$ cat src/rtl/spmc_pkg.sv
package spmc_pkg;
  localparam int SP_BYTES = 8;

  localparam logic [7:0] CMD_WR_SP  = 8'h0F;
  localparam logic [7:0] CMD_RD_SP  = 8'hAA;
  localparam logic [7:0] CMD_COPY   = 8'h55;
  localparam logic [7:0] CMD_RD_MEM = 8'hF0;

  localparam logic [7:0] LOCK_FREEZE = 8'h55;
  localparam logic [7:0] LOCK_ZERO   = 8'hAA;
  localparam logic [7:0] DONE_BYTE   = 8'hAA;

  typedef enum logic [1:0] {PM_OPEN, PM_FROZEN, PM_ANDED} prot_mode_e;

  typedef enum logic [3:0] {
    S_CMD, S_ALO, S_AHI, S_WS, S_RS, S_CPA, S_CPR, S_RM, S_SINK
  } eng_state_e;

  function automatic logic [15:0] crc16_byte(input logic [15:0] c, input logic [7:0] d);
    logic [15:0] r;
    r = c;
    for (int i = 0; i < 8; i++) begin
      if (r[0] ^ d[i]) r = (r >> 1) ^ 16'hA001;
      else             r = r >> 1;
    end
    return r;
  endfunction

  function automatic logic is_lock(input logic [7:0] b);
    return (b == LOCK_FREEZE) || (b == LOCK_ZERO);
  endfunction
endpackage

$ cat src/rtl/spmc_prot.sv
module spmc_prot
  import spmc_pkg::*;
#(
  parameter int DATA_BYTES = 128
) (
  input  logic [15:0]     load_addr,
  input  logic [15:0]     copy_addr,
  input  logic [5:0][7:0] reg_bytes,
  output prot_mode_e      load_mode,
  output logic            copy_blk
);
  localparam logic [15:0] REG_LO   = 16'(DATA_BYTES);
  localparam logic [15:0] REG_CPY  = 16'(DATA_BYTES + 4);
  localparam logic [15:0] REG_FAC  = 16'(DATA_BYTES + 5);
  localparam logic [15:0] REG_USR  = 16'(DATA_BYTES + 7);
  localparam logic [15:0] REG_HI   = 16'(DATA_BYTES + 15);

  logic [7:0] page_ctl_load;
  logic [7:0] page_ctl_copy;
  logic [7:0] own_byte;

  assign page_ctl_load = reg_bytes[load_addr[6:5]];
  assign page_ctl_copy = reg_bytes[copy_addr[6:5]];
  assign own_byte      = reg_bytes[load_addr[2:0]];

  always_comb begin
    load_mode = PM_OPEN;
    if (load_addr < REG_LO) begin
      if (page_ctl_load == LOCK_FREEZE)    load_mode = PM_FROZEN;
      else if (page_ctl_load == LOCK_ZERO) load_mode = PM_ANDED;
    end else if (load_addr <= REG_CPY) begin
      if (is_lock(own_byte)) load_mode = PM_FROZEN;
    end else if (load_addr == REG_FAC) begin
      load_mode = PM_FROZEN;
    end else if (load_addr <= REG_USR) begin
      if (reg_bytes[5] == LOCK_ZERO) load_mode = PM_FROZEN;
    end
  end

  always_comb begin
    copy_blk = 1'b0;
    if (is_lock(reg_bytes[4])) begin
      if ((copy_addr >= REG_LO) && (copy_addr <= REG_HI)) copy_blk = 1'b1;
      else if ((copy_addr < REG_LO) && (page_ctl_copy == LOCK_FREEZE)) copy_blk = 1'b1;
    end
  end
endmodule

$ cat src/rtl/spmc_mem_array.sv
module spmc_mem_array
  import spmc_pkg::*;
#(
  parameter int         MEM_BYTES    = 144,
  parameter int         PROG_CYCLES  = 1000000,
  parameter logic [7:0] FACTORY_BYTE = 8'h55
) (
  input  logic                          clk,
  input  logic                          rst_n,
  input  logic [$clog2(MEM_BYTES)-1:0]  rd_addr,
  output logic [7:0]                    rd_data,
  output logic [5:0][7:0]               reg_bytes,
  input  logic                          prog_go,
  input  logic [$clog2(MEM_BYTES/SP_BYTES)-1:0] prog_row,
  input  logic [SP_BYTES-1:0][7:0]      prog_data,
  output logic                          prog_busy
);
  localparam int ROWS     = MEM_BYTES / SP_BYTES;
  localparam int RW       = $clog2(ROWS);
  localparam int CW       = $clog2(PROG_CYCLES + 1);
  localparam int REG_BASE = MEM_BYTES - 2 * SP_BYTES;

  logic [7:0]               mem_q [MEM_BYTES];
  logic                     busy_q;
  logic [CW-1:0]            cnt_q;
  logic [RW-1:0]            row_q;
  logic [SP_BYTES-1:0][7:0] data_q;

  always_ff @(posedge clk or negedge rst_n) begin
    if (!rst_n) begin
      for (int i = 0; i < MEM_BYTES; i++)
        mem_q[i] <= (i == REG_BASE + 5) ? FACTORY_BYTE : 8'hFF;
      busy_q <= 1'b0;
      cnt_q  <= '0;
      row_q  <= '0;
      data_q <= '0;
    end else begin
      if (prog_go && !busy_q) begin
        busy_q <= 1'b1;
        cnt_q  <= CW'(PROG_CYCLES);
        row_q  <= prog_row;
        data_q <= prog_data;
      end else if (busy_q) begin
        cnt_q <= cnt_q - 1'b1;
        if (cnt_q == CW'(1)) begin
          busy_q <= 1'b0;
          for (int j = 0; j < SP_BYTES; j++)
            mem_q[int'(row_q) * SP_BYTES + j] <= data_q[j];
        end
      end
    end
  end

  assign rd_data   = (int'(rd_addr) < MEM_BYTES) ? mem_q[rd_addr] : 8'hFF;
  assign prog_busy = busy_q;

  for (genvar g = 0; g < 6; g++) begin : g_regs
    assign reg_bytes[g] = mem_q[REG_BASE + g];
  end

  // the controller never launches a row while one is being programmed
  assert_go_idle_R8: assert property (@(posedge clk) disable iff (!rst_n)
    prog_go |-> !busy_q);

  // the latched row and data stay put for the whole programming window
  assert_row_held_R8: assert property (@(posedge clk) disable iff (!rst_n)
    (busy_q && $past(busy_q)) |-> ($stable(row_q) && $stable(data_q)));
endmodule

$ cat src/rtl/spad_mem_ctrl.sv
module spad_mem_ctrl
  import spmc_pkg::*;
#(
  parameter int         MEM_BYTES    = 144,
  parameter int         PROG_CYCLES  = 1000000,
  parameter logic [7:0] FACTORY_BYTE = 8'h55
) (
  input  logic       clk,
  input  logic       rst_n,
  input  logic       cmd_abort,
  input  logic       rx_valid,
  input  logic [7:0] rx_data,
  input  logic       tx_req,
  output logic       tx_valid,
  output logic [7:0] tx_data
);
  localparam int          AW         = $clog2(MEM_BYTES);
  localparam int          OFFW       = $clog2(SP_BYTES);
  localparam int          RW         = $clog2(MEM_BYTES / SP_BYTES);
  localparam int          DATA_BYTES = MEM_BYTES - 2 * SP_BYTES;
  localparam logic [15:0] LAST_ADDR  = 16'(MEM_BYTES - 1);
  localparam logic [OFFW-1:0] OFF_END = OFFW'(SP_BYTES - 1);

  // reset synchronizer: asynchronous assert, synchronous release
  logic [1:0] rsync_q;
  logic       rst_sync_n;
  always_ff @(posedge clk or negedge rst_n) begin
    if (!rst_n) rsync_q <= 2'b00;
    else        rsync_q <= {rsync_q[0], 1'b1};
  end
  assign rst_sync_n = rsync_q[1];

  eng_state_e               state_q, state_d;
  logic [7:0]               cmd_q, cmd_d;
  logic [7:0]               alo_q, alo_d;
  logic [15:0]              ta_q, ta_d;
  logic [OFFW-1:0]          e_q, e_d;
  logic                     pf_q, pf_d;
  logic                     aa_q, aa_d;
  logic [SP_BYTES-1:0][7:0] sp_q, sp_d;
  logic [OFFW-1:0]          wp_q, wp_d;
  logic                     full_q, full_d;
  logic [15:0]              crc_q, crc_d;
  logic [2:0]               ph_q, ph_d;
  logic [OFFW-1:0]          rp_q, rp_d;
  logic                     match_q, match_d;
  logic [15:0]              rm_q, rm_d;
  logic                     txv_q, txv_d;
  logic [7:0]               txb_q, txb_d;

  logic [7:0]   es_byte;
  logic [15:0]  cur_addr;
  logic         in_rng;
  logic [7:0]   mem_rd;
  logic [5:0][7:0] reg_bytes;
  prot_mode_e   load_mode;
  logic         copy_blk;
  logic         prog_go;
  logic         prog_busy;
  logic [7:0]   load_byte;

  assign es_byte  = {aa_q, 1'b0, pf_q, 2'b00, e_q};
  assign cur_addr = (state_q == S_RM) ? rm_q : {ta_q[15:OFFW], wp_q};
  assign in_rng   = (cur_addr <= LAST_ADDR);

  spmc_prot #(.DATA_BYTES(DATA_BYTES)) u_prot (
    .load_addr (cur_addr),
    .copy_addr (ta_q),
    .reg_bytes (reg_bytes),
    .load_mode (load_mode),
    .copy_blk  (copy_blk)
  );

  spmc_mem_array #(
    .MEM_BYTES    (MEM_BYTES),
    .PROG_CYCLES  (PROG_CYCLES),
    .FACTORY_BYTE (FACTORY_BYTE)
  ) u_array (
    .clk       (clk),
    .rst_n     (rst_sync_n),
    .rd_addr   (cur_addr[AW-1:0]),
    .rd_data   (mem_rd),
    .reg_bytes (reg_bytes),
    .prog_go   (prog_go),
    .prog_row  (ta_q[OFFW +: RW]),
    .prog_data (sp_q),
    .prog_busy (prog_busy)
  );

  always_comb begin
    load_byte = rx_data;
    if (in_rng) begin
      case (load_mode)
        PM_FROZEN: load_byte = mem_rd;
        PM_ANDED:  load_byte = rx_data & mem_rd;
        default:   load_byte = rx_data;
      endcase
    end
  end

  // next-state logic
  always_comb begin
    logic [7:0] v;
    logic [7:0] want;
    logic       ok;
    state_d = state_q;  cmd_d = cmd_q;   alo_d = alo_q;   ta_d = ta_q;
    e_d     = e_q;      pf_d  = pf_q;    aa_d  = aa_q;    sp_d = sp_q;
    wp_d    = wp_q;     full_d = full_q; crc_d = crc_q;   ph_d = ph_q;
    rp_d    = rp_q;     match_d = match_q; rm_d = rm_q;
    txv_d   = tx_req;   txb_d = 8'hFF;   prog_go = 1'b0;
    v = 8'hFF; want = 8'h00; ok = 1'b0;

    if (cmd_abort) begin
      state_d = S_CMD;
      ph_d    = 3'd0;
    end else begin
      if (rx_valid) begin
        case (state_q)
          S_CMD: begin
            cmd_d   = rx_data;
            crc_d   = crc16_byte(16'h0000, rx_data);
            ph_d    = 3'd0;
            match_d = 1'b1;
            rp_d    = ta_q[OFFW-1:0];
            case (rx_data)
              CMD_WR_SP, CMD_RD_MEM: state_d = S_ALO;
              CMD_RD_SP:             state_d = S_RS;
              CMD_COPY:              state_d = S_CPA;
              default:               state_d = S_SINK;
            endcase
          end
          S_ALO: begin
            alo_d   = rx_data;
            crc_d   = crc16_byte(crc_q, rx_data);
            state_d = S_AHI;
          end
          S_AHI: begin
            crc_d = crc16_byte(crc_q, rx_data);
            if (cmd_q == CMD_WR_SP) begin
              ta_d    = {rx_data, alo_q};
              e_d     = alo_q[OFFW-1:0];
              wp_d    = alo_q[OFFW-1:0];
              pf_d    = 1'b1;
              aa_d    = 1'b0;
              full_d  = 1'b0;
              state_d = S_WS;
            end else begin
              rm_d    = {rx_data, alo_q};
              state_d = S_RM;
            end
          end
          S_WS: begin
            if (!full_q) begin
              sp_d[wp_q] = load_byte;
              e_d        = wp_q;
              crc_d      = crc16_byte(crc_q, rx_data);
              if (wp_q == OFF_END) begin
                full_d = 1'b1;
                if (ta_q[OFFW-1:0] == '0) pf_d = 1'b0;
              end else begin
                wp_d = wp_q + 1'b1;
              end
            end
          end
          S_CPA: begin
            case (ph_q)
              3'd0:    want = ta_q[7:0];
              3'd1:    want = ta_q[15:8];
              default: want = es_byte;
            endcase
            ok      = match_q && (rx_data == want);
            match_d = ok;
            if (ph_q == 3'd2) begin
              if (ok && (ta_q <= LAST_ADDR) && !pf_q && !copy_blk && !prog_busy) begin
                aa_d    = 1'b1;
                prog_go = 1'b1;
                state_d = S_CPR;
              end else begin
                state_d = S_SINK;
              end
            end else begin
              ph_d = ph_q + 3'd1;
            end
          end
          default: ;
        endcase
      end

      if (tx_req) begin
        case (state_q)
          S_WS: begin
            if (full_q) begin
              if (ph_q == 3'd0)      begin txb_d = ~crc_q[7:0];  ph_d = 3'd1; end
              else if (ph_q == 3'd1) begin txb_d = ~crc_q[15:8]; ph_d = 3'd2; end
            end
          end
          S_RS: begin
            case (ph_q)
              3'd0: begin v = ta_q[7:0];  ph_d = 3'd1; end
              3'd1: begin v = ta_q[15:8]; ph_d = 3'd2; end
              3'd2: begin v = es_byte;    ph_d = 3'd3; end
              3'd3: begin
                v = sp_q[rp_q];
                if (rp_q == e_q) ph_d = 3'd4;
                else             rp_d = rp_q + 1'b1;
              end
              default: v = 8'hFF;
            endcase
            if (ph_q <= 3'd3) begin
              txb_d = v;
              crc_d = crc16_byte(crc_q, v);
            end else if (ph_q == 3'd4) begin
              txb_d = ~crc_q[7:0];  ph_d = 3'd5;
            end else if (ph_q == 3'd5) begin
              txb_d = ~crc_q[15:8]; ph_d = 3'd6;
            end
          end
          S_CPR: txb_d = prog_busy ? 8'hFF : DONE_BYTE;
          S_RM: begin
            if (in_rng) begin
              txb_d = mem_rd;
              rm_d  = rm_q + 16'd1;
            end
          end
          default: ;
        endcase
      end
    end
  end

  // registers
  always_ff @(posedge clk or negedge rst_sync_n) begin
    if (!rst_sync_n) begin
      state_q <= S_CMD;  cmd_q  <= '0;    alo_q   <= '0;   ta_q  <= '0;
      e_q     <= '0;     pf_q   <= 1'b1;  aa_q    <= 1'b0; sp_q  <= {SP_BYTES{8'hFF}};
      wp_q    <= '0;     full_q <= 1'b0;  crc_q   <= '0;   ph_q  <= '0;
      rp_q    <= '0;     match_q <= 1'b0; rm_q    <= '0;
      txv_q   <= 1'b0;   txb_q  <= 8'hFF;
    end else begin
      state_q <= state_d; cmd_q  <= cmd_d;  alo_q   <= alo_d;   ta_q  <= ta_d;
      e_q     <= e_d;     pf_q   <= pf_d;   aa_q    <= aa_d;    sp_q  <= sp_d;
      wp_q    <= wp_d;    full_q <= full_d; crc_q   <= crc_d;   ph_q  <= ph_d;
      rp_q    <= rp_d;    match_q <= match_d; rm_q  <= rm_d;
      txv_q   <= txv_d;   txb_q  <= txb_d;
    end
  end

  assign tx_valid = txv_q;
  assign tx_data  = txb_q;

  // every request is answered in the following cycle, and only then
  assert_tx_answer_R13: assert property (@(posedge clk) disable iff (!rst_sync_n)
    tx_req |=> tx_valid);
  assert_tx_quiet_R13: assert property (@(posedge clk) disable iff (!rst_sync_n)
    !tx_req |=> !tx_valid);

  // the incomplete flag drops only on a full row written from offset 0
  assert_pf_release_R2: assert property (@(posedge clk) disable iff (!rst_sync_n)
    $fell(pf_q) |-> ((e_q == OFF_END) && (ta_q[OFFW-1:0] == '0)));

  // the accepted flag rises only together with a programming launch
  assert_aa_grant_R7: assert property (@(posedge clk) disable iff (!rst_sync_n)
    $rose(aa_q) |-> $past(prog_go));
endmodule

$ cat config.mk
export PLATFORM = sky130hd
export DESIGN_NAME = spad_mem_ctrl
export DESIGN_NICKNAME = d
export VERILOG_FILES = /design/src/rtl/spmc_pkg.sv /design/src/rtl/spmc_prot.sv /design/src/rtl/spmc_mem_array.sv /design/src/rtl/spad_mem_ctrl.sv
export SDC_FILE = /design/constraint.sdc
export NUM_CORES = 2
export LEC_CHECK = 0
export BUFFER_PORTS_ARGS = -buffer_cell sky130_fd_sc_hd__buf_2
export CAP_MARGIN = 30
export CORE_MARGIN = 5
export CORE_UTILIZATION = 64
export DETAILED_ROUTE_END_ITERATION = 12
export PLACE_DENSITY = 0.83
export SLEW_MARGIN = 25
export SYNTH_ARGS = -nofsm -noshare
export SYNTH_HDL_FRONTEND = slang
export SYNTH_SLANG_ARGS = --single-unit
$ cat constraint.sdc
create_clock -name clk -period 45.6 [get_ports clk]
set_input_delay 9.12 -clock clk [delete_from_list [all_inputs] [get_ports clk]]
set_output_delay 9.12 -clock clk [all_outputs]
set_load 0.005 [all_outputs]
Word-level counts from Yosys, hierarchy flattened
Index checks and enable logic that the tools add are counted.
Widths: inputs -> output; s select.
{"block": "op_classes", "n_addsub": 12, "magnitude_cmp": 32, "n_eq_ne": 40, "mux": 297, "n_bitwise": 88, "n_reduce_logical": 44}
{"op": "$bwmux 1152", "n": 8}
{"op": "$mux 16", "n": 169}
{"op": "$demux 8 s8", "n": 8}
{"op": "$ge 32x9->1 const B", "n": 8}
{"op": "$lt 32x1->1 const B", "n": 8}
{"op": "$mux 8", "n": 32}
{"op": "$not 32->32", "n": 7}
{"op": "$not 2->3", "n": 36}
{"op": "$mux 3", "n": 22}
{"op": "$bmux 8 s8", "n": 1}
{"op": "$bwmux 64", "n": 1}
{"op": "$le 16x8->1 const B", "n": 4}
{"op": "$pmux 16 s4", "n": 1}
{"op": "$pmux 8 s4", "n": 2}
{"op": "$bmux 8 s3", "n": 2}
{"op": "$eq 8x8->1 const B", "n": 6}
{"op": "$eq 8x7->1 const B", "n": 5}
{"op": "$mux 20", "n": 2}
{"op": "$xor 1x1->1", "n": 37}
{"op": "$add 8x3->9 const B", "n": 4}
{"op": "$bmux 8 s2", "n": 2}
{"op": "$lt 16x8->1 const B", "n": 2}
{"op": "$not 8->32", "n": 1}
{"op": "$pmux 8 s2", "n": 2}
{"op": "54 further kinds", "n": 143}
{"block": "totals", "ff_bits": 1401, "inputBits": 13, "out_inout_bits": 9, "word_cells": 693}

Logic depth before layout (Yosys ltp)
{"block": "logic_depth", "word_depth": 53, "depth_mapped": 24}

Cells and area by module
A second synthesis with hierarchy kept.
{"block": "unflattened", "hier_cells": 5193, "hier_area_um2": 68161.6}
{"module": "spmc_mem_array", "n_inst": 1, "cells_each": 4095, "area_each_um2": 57807.9}
{"module": "spad_mem_ctrl", "n_inst": 1, "cells_each": 988, "area_each_um2": 9350.2}
{"module": "spmc_prot", "n_inst": 1, "cells_each": 110, "area_each_um2": 1003.5}

Least setup slack after synthesis
OpenSTA, ideal clock, no wires.
{"block": "synth_path", "kind": "input -> register", "start": "input port rx_data[0]", "end": "register crc_q[0]", "t_arrival_ns": 10.995, "slack_ns": 34.482, "cell_stages": 12, "cell_sequence": "clkbuf_1 inv_1 ha_1 xor2_1 xnor2_1 xnor2_1 xnor2_1 o21ai_0 a21oi_1 nor2_1 a21oi_1 a21oi_1"}
{"block": "synth_via", "elab_chain_cells": 50, "elab_cells_between_ends": 156, "cone_classes": "mux: 127; bitwise: 29"}
{"element": "start, declared", "line_no": "spad_mem_ctrl.sv:12", "text": "input logic [7:0] rx_data,"}
{"element": "$xor 1x1->1", "line_no": "spmc_pkg.sv:23", "text": "if (r[0] ^ d[i]) r = (r >> 1) ^ 16'hA001;"}
{"element": "$mux 16", "line_no": "spmc_pkg.sv:23"}
{"element": "$mux 16", "line_no": "spad_mem_ctrl.sv:153", "text": "if (!full_q) begin"}
{"element": "$mux 16", "line_no": "spad_mem_ctrl.sv:118", "text": "case (state_q)"}
{"element": "$mux 16", "line_no": "spad_mem_ctrl.sv:117", "text": "if (rx_valid) begin"}
{"element": "$mux 16", "line_no": "spad_mem_ctrl.sv:113", "text": "if (cmd_abort) begin"}
{"element": "$xor 1x1->1", "line_no": "spmc_pkg.sv:23"}
{"element": "$mux 16", "line_no": "spmc_pkg.sv:23"}
{"element": "[34 not listed]"}
{"element": "$xor 1x1->1", "line_no": "spmc_pkg.sv:23"}
{"element": "$mux 16", "line_no": "spmc_pkg.sv:23"}
{"element": "$mux 16", "line_no": "spad_mem_ctrl.sv:153"}
{"element": "$pmux 16 s4 (*)", "line_no": "spad_mem_ctrl.sv:118"}
{"element": "$mux 16 (*)", "line_no": "spad_mem_ctrl.sv:117"}
{"element": "$mux 16", "line_no": "spad_mem_ctrl.sv:209", "text": "if (ph_q <= 3'd3) begin"}
{"element": "$mux 16", "line_no": "spad_mem_ctrl.sv:190", "text": "case (state_q)"}
{"element": "$mux 16 (*)", "line_no": "spad_mem_ctrl.sv:189", "text": "if (tx_req) begin"}
{"element": "end signal, assigned", "line_no": "spad_mem_ctrl.sv:242", "text": "wp_q <= wp_d; full_q <= full_d; crc_q <= crc_d; ph_q <= ph_d;"}
{"element": "end, declared", "line_no": "spad_mem_ctrl.sv:43", "text": "logic [15:0] crc_q, crc_d;"}
Every way passes the cells marked *; elsewhere a longest branch is shown, timed or not. The select of a mux whose other input is x is not followed.
A chain may end at the register's enable or synchronous reset.

Worst setup path in the final report
{"block": "layout_path", "start": "input port cmd_abort", "end": "register sp_q[58] (netlist name)"}
{"block": "layout_via", "elab_chain_cells": 2}
{"element": "start, declared", "line_no": "spad_mem_ctrl.sv:10", "text": "input logic cmd_abort,"}
{"element": "$not 1->1 (no source line)"}
{"element": "$reduce_and 4->1 (no source line)"}
{"element": "end signal, assigned", "line_no": "spad_mem_ctrl.sv:235", "text": "e_q <= '0; pf_q <= 1'b1; aa_q <= 1'b0; sp_q <= {SP_BYTES{8'hFF}};"}
{"element": "end signal, assigned", "line_no": "spad_mem_ctrl.sv:241", "text": "e_q <= e_d; pf_q <= pf_d; aa_q <= aa_d; sp_q <= sp_d;"}
{"element": "end, declared", "line_no": "spad_mem_ctrl.sv:40", "text": "logic [SP_BYTES-1:0][7:0] sp_q, sp_d;"}
Every way passes these cells.

==> PnR_summary.wiki <==
{| class="wikitable"
! Metric !! Value
|-
| Status || finished, final reports clean
|-
| DP Wirelength || 124800 microns
|-
| Unrepaired setup endpoints after global routing || no
|-
| Hold-critical path depth || 0
|-
| H-tree depth || 4
|-
| Launch point of the worst hold path || rsync_q[0]
|-
| Number of violations reported at the end of detailed-routing iteration 0 || 5674
|-
| Count of placed standard cells in the final layout, fillers left out || 6728
|-
| Post-CTS Setup Bufs || 0
|-
| Global-route wire length before repair || 305200 microns
|-
| Distinct cell type count after synthesis || 100
|-
| Standard cell core area || 105700 sq um
|-
| Most common cell in the synthesized netlist || dfstp_2
|-
| Die Y || 336.8 microns
|-
| Global route total overflow || 0
|-
| Clock Sink Count || 1401
|-
| Combinational share of power || roughly 2.3%
|-
| Launching element of the worst setup path || cmd_abort
|-
| Clk root buf || clkbuf_16
|-
| Largest net degree at the start of global routing || 173
|-
| Number of rows created at floorplan || about 120
|-
| Sequential power share || 49.8%
|-
| Total leakage power || 0.02922 uW
|-
| Gpl congestion || just under 1
|-
| Post-synthesis instance area || 68350 sq um
|-
| Min cycle time layout || 11.34 ns
|-
| Most used flip-flop cell after synthesis || dfstp_2
|-
| Count of unresolved DRC violations after routing || 0
|-
| Area leader, netlist || dfstp_2
|-
| Synth Register Bits || 1401
|-
| Minimum setup slack among reg-to-reg paths || 38.74 ns
|-
| Post-synthesis async set-or-reset flop share || 100.0%
|-
| Total instance count after detailed placement || between 6000 and 7000
|-
| Starting density of the core || 64.66%
|-
| Layout fillers || 6824
|-
| Power density over the cells || around 34 nW/um^2
|-
| Fraction of synthesized cell area taken by the top area cell type || 46.94%
|-
| Setup CP Type || in2reg
|-
| Endpoint of the most critical register-to-register path || sp_q[16]
|-
| Max-Cap Viols || 0
|-
| Period Utilization, post-route || 24.88%
|-
| Synthesized Nets || 5455
|-
| Critical Path Sink Type || register
|-
| R2R depth || 16
|-
| Deepest clock path buffer count || 3
|-
| Total wirelength of the detailed-routed design || 203600 microns
|-
| Post-synthesis area per instance || 12.63 sq um
|-
| Horizontal die dimension || 336.8 microns
|-
| Antenna violations before repair || 3
|-
| Clock tree from TritonCTS || done
|-
| Post-Route Setup TNS || 0 ns
|-
| Number of enable flip-flop cells after synthesis || 0
|-
| Post-synth top cells || dfstp_2, mux2_2, nand2_1
|-
| Arrival @ worst endpoint || around 12 ns
|-
| Synthesis warning total || 0
|-
| Crit path max fanout || 52
|-
| Highest attainable clock frequency || approximately 88 MHz
|-
| Cts bufs inserted || ~140
|-
| Crit Reg-Reg Startpoint || state_q[0]
|-
| Sequential-to-total area share from yosys stat || 53.53%
|-
| Number of failing hold endpoints at the final stage || 0
|-
| GR Util All Layers || 35.68%
|-
| Max-slew violation count || 0
|-
| CTS hold repair buffers || 0
|-
| Die area || 113400 sq um
|-
| Cells resized by post-CTS repair || 0
|-
| Layout-stage area growth over the synthesis result || 8.882%
|-
| Final setup violation count || 0
|-
| Number of global-route vias before repair || 47850
|-
| Post-DR vias/cell || 7.057
|-
| Maximum ir drop on the vdd rail || 0.00003027 V
|-
| Switching power share of the total || between 20 and 25%
|-
| Clock power frac || 47.9%
|-
| Post-layout nets || 5266
|-
| Insertion delay of the later-clocked pin in the worst-skew pair || 0.77 ns
|-
| Required time worst endpoint || 46.26 ns
|-
| Transition time at the pin with the least slew margin || 1.139 ns
|-
| Clock slew at the register clock pins of the worst setup and hold paths || 0.06 ns
|-
| Detailed Routing Iterations Pass 1 || 6
|-
| Hold Path Sink || rsync_q[1]
|-
| Port Buf Inserts || 21
|-
| Count of vias placed by the detailed router || 47480
|-
| Detail Route Antenna Nets || 0
|-
| Relative slew margins || 22.88%
|-
| Post-detailed-route wirelength per cell || a little over 30 microns
|-
| Kind of path behind the tightest hold check || reg2reg
|-
| Clock Skews || 0.03346 ns
|-
| I/O pin total || 22
|-
| Ratio of cells with drive above 1 in the final layout || 56.68%
|-
| Post-Synthesis Cells || 5413
|-
| Net switching component of the power || about 550 uW
|-
| Critical path launch point type || input pin
|-
| Cell internal power dissipation || 1983 uW
|-
| Largest cells by area after synthesis || dfstp_2, mux2_2, dfrtp_1, mux4_2, nand2_1
|}
## per-layer routing
layer	vias to the layer above	track usage, %	part of all wire (%)
met1	24710	47.21	37
li1	19140	-	-
met2	2911	53.61	45
met5	-	0	0.026
met3	713	9.380	11
met4	6	21.28	6.8
## power by group through the flow
stage / clock network, uW / logic (uW) / registers, uW
3_3_place_gp: 0 / 56.1 / 1280
5_1_grt: 1270 / 65.7 / 1260
4_1_cts: 1220 / 57.8 / 1260
3_5_place_dp: 0 / 57.6 / 1280
2_1_floorplan: 0 / 28.6 / 1280
6_report: 1210 / 58.8 / 1260
## registers in the layout (all words and copies together) (netlist names), 16 cells and up
signal,count
rm_q,16
u_array.data_q,64
u_array.mem_q,1104
u_array.cnt_q,20
crc_q,16
u_array.reg_bytes,48
ta_q,16
sp_q,64
## cells in the final DEF, fill, tap and decap left out, drive strengths merged, types with 9 or more instances in the layout
master / count
clkbuf: 208
and3: 9
ha: 29
nand2: 789
nor4bb: 12
dfstp: 1221
nor2: 156
clkinv: 30
nand4: 37
a21oi: 152
nor3: 40
a311oi: 9
bufinv: 11
mux4: 160
o31ai: 47
a211oi: 14
mux2i: 113
a32oi: 22
a31oi: 58
a221oi: 13
xor2: 20
dfrtp: 180
nand3: 123
o22ai: 34
a2111oi: 16
xnor2: 58
buf: 137
inv: 31
a22o: 25
nand2b: 10
a22oi: 83
mux2: 1208
nor4: 29
nor2b: 13
o21ai: 102
o22a: 10
## final cells by class
class	instances	area, sq um	share of cell area [%]
clock buffers	208	4248	5.708
well taps	1391	1740	2.339
inverters	26	97.59	0.1311
clock inverters	49	623.1	0.8372
multi-input cells	3514	29820	40.07
flip-flops and latches	1401	36590	49.16
diodes	2	5.005	0.006725
repair buffers	137	1299	1.745
## metrics by stage
stage	worst slack (ns)	power [uW]	hold slack [ns]	util (%)	instance area, sq um
finish	34.26	2534	0.3488	70.40	74420
global route	34.12	2603	0.3672	70.40	74420
CTS	34.45	2539	0.3514	70.13	74140
detailed placement	33.67	1338	0.3389	65.53	69270
global placement	33.79	1337	0.3350	65.38	69110
floorplan	5.789	1313	0.3312	-	68350
## cells by family (layout without fill, tap and decap cells)
family          Yosys count  after routing  share of synthesized area [%]
compound gates          656            656                          6.637
xor+xnor                 79             79                          1.032
fa+ha+maj                29             29                         0.5308
buf+inv                 498            420                          3.310
flops                  1401           1401                          53.53
mux                    1481           1481                          26.90
other cells               1              3                       0.005486
simple gates           1268           1268                          8.054
## how the worst max path moves through the flow
stage	to	cells after the start
2_1_floorplan	aa_q	0
3_3_place_gp	sp_q[61]	9
3_5_place_dp	sp_q[60]	9
4_1_cts	sp_q[60]	9
5_1_grt	sp_q[61]	9
6_report	sp_q[58]	9
## critical path, stage by stage
cell and delay, ns:
buf_2 0.10, buf_4 0.30, nor2b_1 0.51, nand2_1 0.17, nor3b_1 0.55, nand3_1 0.53
nor2_1 0.47, a22oi_1 0.13, o31ai_1 0.10
Note: power is estimated with default switching activity, not from simulation.
